**src/rtl/hds_pkg.sv**
```systemverilog
package hds_pkg;

  // Fixed issue-to-write latency of the pipe, in cycles.
  localparam int unsigned HDS_LATENCY = 2;

  // An operation commits when issued and either unguarded or guard bit 0 set.
  function automatic logic commit_ok(input logic vld, input logic guarded, input logic g0);
    return vld & (~guarded | g0);
  endfunction

endpackage

```
**src/rtl/hds_lane_add.sv**
```systemverilog
module hds_lane_add #(
  parameter int LANE_W = 16
) (
  input  logic [LANE_W-1:0] x,
  input  logic [LANE_W-1:0] y,
  output logic [LANE_W:0]   sum
);
  // Widen both operands by sign extension, so the sum cannot wrap.
  always_comb begin
    sum = {x[LANE_W-1], x} + {y[LANE_W-1], y};
  end
endmodule

```
**src/rtl/hds_lane_clip.sv**
```systemverilog
module hds_lane_clip #(
  parameter int LANE_W = 16
) (
  input  logic [LANE_W:0]   sum,
  output logic [LANE_W-1:0] q
);
  localparam logic [LANE_W-1:0] MAX_V = {1'b0, {(LANE_W-1){1'b1}}};
  localparam logic [LANE_W-1:0] MIN_V = {1'b1, {(LANE_W-1){1'b0}}};

  logic ovf;

  always_comb begin
    // The top two bits differ only when the sum lies outside the narrow range.
    ovf = sum[LANE_W] ^ sum[LANE_W-1];
    if (ovf) q = sum[LANE_W] ? MIN_V : MAX_V;
    else     q = sum[LANE_W-1:0];
  end
endmodule

```
**src/rtl/hds_ctl_pipe.sv**
```systemverilog
module hds_ctl_pipe #(
  parameter int IDX_W = 7,
  parameter int DEPTH = 2
) (
  input  logic             clk,
  input  logic             rst,
  input  logic             in_vld,
  input  logic [IDX_W-1:0] in_idx,
  output logic             out_vld,
  output logic [IDX_W-1:0] out_idx
);
  logic [DEPTH-1:0]            vld_q;
  logic [DEPTH-1:0][IDX_W-1:0] idx_q;

  always_ff @(posedge clk) begin
    if (rst) vld_q <= '0;
    else begin
      vld_q[0] <= in_vld;
      for (int s = 1; s < DEPTH; s++) vld_q[s] <= vld_q[s-1];
    end
    idx_q[0] <= in_idx;
    for (int s = 1; s < DEPTH; s++) idx_q[s] <= idx_q[s-1];
  end

  assign out_vld = vld_q[DEPTH-1];
  assign out_idx = idx_q[DEPTH-1];
endmodule

```
**src/rtl/hds_dual_sat_add.sv**
```systemverilog
module hds_dual_sat_add #(
  parameter int LANE_W = 16,
  parameter int LANES  = 2,
  parameter int IDX_W  = 7
) (
  input  logic                    clk,
  input  logic                    rst,
  input  logic                    iss_vld,
  input  logic                    iss_guarded,
  input  logic [LANE_W*LANES-1:0] src_a,
  input  logic [LANE_W*LANES-1:0] src_b,
  input  logic [LANE_W*LANES-1:0] guard_w,
  input  logic [IDX_W-1:0]        iss_dst,
  output logic                    wr_en,
  output logic [IDX_W-1:0]        wr_idx,
  output logic [LANE_W*LANES-1:0] wr_data
);
  localparam int WORD_W = LANE_W * LANES;

  logic                    commit_s0;
  logic                    unused_guard_hi;
  logic [LANES-1:0][LANE_W:0] sum_s0;
  logic [LANES-1:0][LANE_W:0] sum_s1;
  logic [WORD_W-1:0]       clip_s1;

  assign commit_s0       = hds_pkg::commit_ok(iss_vld, iss_guarded, guard_w[0]);
  assign unused_guard_hi = ^guard_w[WORD_W-1:1];

  // Stage 0: full-precision lane sums.
  for (genvar g = 0; g < LANES; g++) begin : g_add
    hds_lane_add #(.LANE_W(LANE_W)) u_add (
      .x   (src_a[g*LANE_W +: LANE_W]),
      .y   (src_b[g*LANE_W +: LANE_W]),
      .sum (sum_s0[g])
    );
  end

  always_ff @(posedge clk) begin
    sum_s1 <= sum_s0;
  end

  // Stage 1: per-lane clamp, then register the packed word.
  for (genvar g = 0; g < LANES; g++) begin : g_clip
    hds_lane_clip #(.LANE_W(LANE_W)) u_clip (
      .sum (sum_s1[g]),
      .q   (clip_s1[g*LANE_W +: LANE_W])
    );
  end

  always_ff @(posedge clk) begin
    wr_data <= clip_s1;
  end

  hds_ctl_pipe #(.IDX_W(IDX_W), .DEPTH(hds_pkg::HDS_LATENCY)) u_ctl (
    .clk     (clk),
    .rst     (rst),
    .in_vld  (commit_s0),
    .in_idx  (iss_dst),
    .out_vld (wr_en),
    .out_idx (wr_idx)
  );
endmodule

```
**config.mk**
```make
export PLATFORM = sky130hd
export DESIGN_NAME = hds_dual_sat_add
export DESIGN_NICKNAME = d
export VERILOG_FILES = /design/src/rtl/hds_pkg.sv /design/src/rtl/hds_lane_add.sv /design/src/rtl/hds_lane_clip.sv /design/src/rtl/hds_ctl_pipe.sv /design/src/rtl/hds_dual_sat_add.sv
export SDC_FILE = /design/constraint.sdc
export NUM_CORES = 1
export LEC_CHECK = 0
export ABC_AREA = 1
export BUFFER_PORTS_ARGS = -buffer_cell sky130_fd_sc_hd__buf_2
export CAP_MARGIN = 5
export CORE_ASPECT_RATIO = 0.5
export CORE_UTILIZATION = 40
export DETAILED_ROUTE_END_ITERATION = 8
export GPL_TIMING_DRIVEN = 0
export PLACE_DENSITY = 0.68
export SYNTH_ARGS = -nofsm -noshare
export SYNTH_HDL_FRONTEND = slang
export SYNTH_SLANG_ARGS = --single-unit
```
**constraint.sdc**
```tcl
create_clock -name clk -period 1.7 [get_ports clk]
set_input_delay 0 -clock clk [delete_from_list [all_inputs] [get_ports clk]]
set_output_delay 0 -clock clk [all_outputs]
set_load 0.02 [all_outputs]
```
==> run_results.csv <==
group,metric,value,unit
run_status,outcome,"finished clean",
cells_and_area,fin_area,0.00532,sq mm
cells_and_area,drive_above_1_share,27.6,%
sta,worst_pin_slew,0.240,ns
drt,wl_met3,276,um
critical_path,r2r_setup_slack,0.26,ns
synth,synth_edf_count,0,
critical_path,cp.depth,5,
clock_network,cts_tree,"done",
sta,setup_viol,0,
synth,yosysMostFrequentCell,"nand2_1",
grt,first_global_vias,3076,
cells_and_area,n_antenna_cell,0,
clock_network,cts_root_buf,"clkbuf_16",
clock_network,cts_buffer_depth,2,
min_path,whs_path_depth,3,
placed_design,portBuffers,115,
die,die-area,0.0106,sq mm
synth,synth_area,0.00409,sq mm
critical_path,reg2reg_depth,6,
synth,synth_mux_area_share,0,%
placed_design,detailed_place_hpwl,6.09,mm
clock_network,numCtsBuffers,9,
sta,finalCritPeriodShare,96.1,%
sta,setup_tns,0,ns
synth,yosys.area_share.simple,32.0,%
drt,viasPerCell,4.10,
die,ioPinCount,147,
synth,synth_commonest_cells,"nand2_1, inv_1, dfxtp_1",
power,total_power,6.30,mW
critical_path,critPathTopFamily,"buffers and inverters",
drt,first_pass_iters,4,
critical_path,end_kind,"flop",
critical_path,critPathLaunchType,"primary input",
sta,slew_viol_final,0,
die,rows,25,
synth,synth.avg_cell_area,7.29,sq um
die,coreArea,0.00967,sq mm
synth,synthCells,560,
critical_path,rr_startpoint,"sum_s1[32]",
job,drv_cap,0,
drt,highest_layer,"met4",
clock_network,clock_latency,0.33,ns
sta,skew,0.00335,ns
grt,grt_usage,15.3,%
synth,ys_async_sr_fraction,0,%
drt,drt_iter0_drc,108,
min_path,hp-class,"primary input to flop",
power,powerDensity,1180,mW/mm^2
grt,grt_pass1_wl,12.8,mm
critical_path,reg2reg_to,"wr_data[27]",
power,ir_worst_vdd,529,uV
cells_and_area,fin_nets,850,
drt,ant_nets,0,
synth,synth.area.top_cells,"dfxtp_1, nand2_1, ha_1, inv_1, nand2_2",
placed_design,placed_area,0.00483,sq mm
synth,synth_fp_nets,705,
critical_path,cp_common_cell,"dlygate4sd3_1",
cells_and_area,final_core_util,55.1,%
synth,ys_seq_area_share,40.2,%
die,die_w,145,um
synth,synth_top_family_by_area,"simple AND/OR/NAND/NOR gates",
critical_path,slowest_stage,"dlygate4sd3_1",
placed_design,gp_congestion,0.863,
grt,grt-ovfl-total,0,
synth,synth-xor-area-share,3.00,%
synth,synth-compound-area-share,2.36,%
critical_path,crit_fanout,2,
drt,num_vias,3464,
sta,max_slew_margin,84.0,%
synth,synth_warnings,0,
synth,synth.distinct_cells,22,
min_path,whs_endpoint,"sum_s1[2]",
clock_network,clock-sinks,82,
clock_network,h-tree-depth,3,
grt,antenna_found_initial,0,
drt,drt-met1-wl,3.35,mm
power,p_leak,3.10,nW
synth,synth_ff_type,"dfxtp_1",
synth,ys_ff_latch,82,
sta,min_period,1.63,ns
drt,wire_per_inst,8.79,um
critical_path,crit_arrival,1.91,ns
die,start_util,42.3,%
sta,fmax,612,MHz
cells_and_area,final_cells,845,
synth,yosysTopAreaCellShare,40.2,%
critical_path,cp.required,1.98,ns
critical_path,critical-path-max-stage-delay,0.54,ns
drt,wirelength,7.43,mm
sta,hold_violations,0,
synth,synthAdderAreaFrac,12.0,%
die,die_h,73.5,um
grt,grt_max_degree,18,
drt,routed-wl-met2,3.66,mm
critical_path,path_cells,"dlygate4sd3_1 -> buf_2 -> ha_2 -> fa_2 -> dlygate4sd3_1",
cells_and_area,area_growth,30.3,%
clock_network,clkTransAtPathRegs,0.06,ns
critical_path,path_buf_inv,3,
sta,rsz0062_at_grt,"yes",
critical_path,crit_type,"primary input to flop",
placed_design,placed_cells,810,
synth,synth_top_cell_by_area,"dfxtp_1",
min_path,worstHoldStart,"src_b[2]",
drt,drcViolationCount,0,
[cells by family after synthesis]
logic type | after synthesis
and+or+nand+nor | 304
buffers and inverters | 105
DFF | 82
adders and majority gates | 38
AOI/OAI and AO/OA | 17
xor gates and xnor gates | 14
[worst reg2reg max path, delay by kind of cell, from the launching register on]
kind / cells / cell delay, ns
simple gates: 2 / 0.30
fa+ha+maj: 1 / 0.37
buf+inv: 3 / 0.38
flops: 1 / 0.34
[registers in the layout, summed over array words and instances (netlist names)]
signal	count
u_ctl.vld_q	2
u_ctl.out_idx	7
sum_s1	34
u_ctl.idx_q	7
wr_data	32
[through the flow]
| stage | setup WS, ns | hold WS (ns) |
|---|---|---|
| 2_1_floorplan | 0.392 | 0.0277 |
| 3_3_place_gp | 0.245 | 0.103 |
| 3_5_place_dp | 0.236 | 0.104 |
| 4_1_cts | 0.0745 | 0.0221 |
| 5_1_grt | -0.00477 | 0.0236 |
| 6_report | 0.0655 | 0.0340 |
[layer usage]
| metal | vias to the layer above | global-route usage [%] |
|---|---|---|
| li1 | 1962 | - |
| met3 | 9 | 4.41 |
| met1 | 1424 | 16.1 |
| met2 | 69 | 28.6 |
| met5 | - | 0 |
| met4 | 0 | 7.80 |
[power by group]
part,leakage [nW],internal [mW],switching [mW]
Clock,0.142,1.03,0.815
Sequential,0.691,2.41,0.101
Combinational,2.27,0.728,1.22
[cell type report]
type                    instances  area, sq um
inverters                      92          345
fillers                       958         4340
repair buffers                134          761
clock inverters                 7         67.6
clock buffers                   9          225
plain buffers                  13         82.6
flip-flops and latches         82         1640
well taps                     135          169
multi-input cells             373         2030
[cell usage in the layout, fill, tap and decap left out, drive strengths merged]
cell type,instances
clkinvlp,1
clkinv,1
nand3b,3
inv,97
clkbuf,9
or2,7
nand3,21
nand2,248
a21oi,16
xor2,11
ha,36
dfxtp,82
dlygate4sd3,17
o21ai,1
fa,2
nor3,8
buf,130
nor2,17
xnor2,3
[worst max path at each step]
stage	startpoint	to
finish	src_b[0]	sum_s1[1]
global route	src_b[16]	sum_s1[31]
CTS	src_b[16]	sum_s1[33]
detailed placement	sum_s1[32]	wr_data[28]
global placement	sum_s1[32]	wr_data[28]
floorplan	sum_s1[15]	wr_data[10]
[what timing repair did]
action	4_1_cts	5_1_grt
hold buffers	17	0
buffers inserted	0	2
endpoints found under the setup margin	0	8
hold endpoints to repair	13	0
resized for setup	0	6
Power figures use the tool's default switching activity.
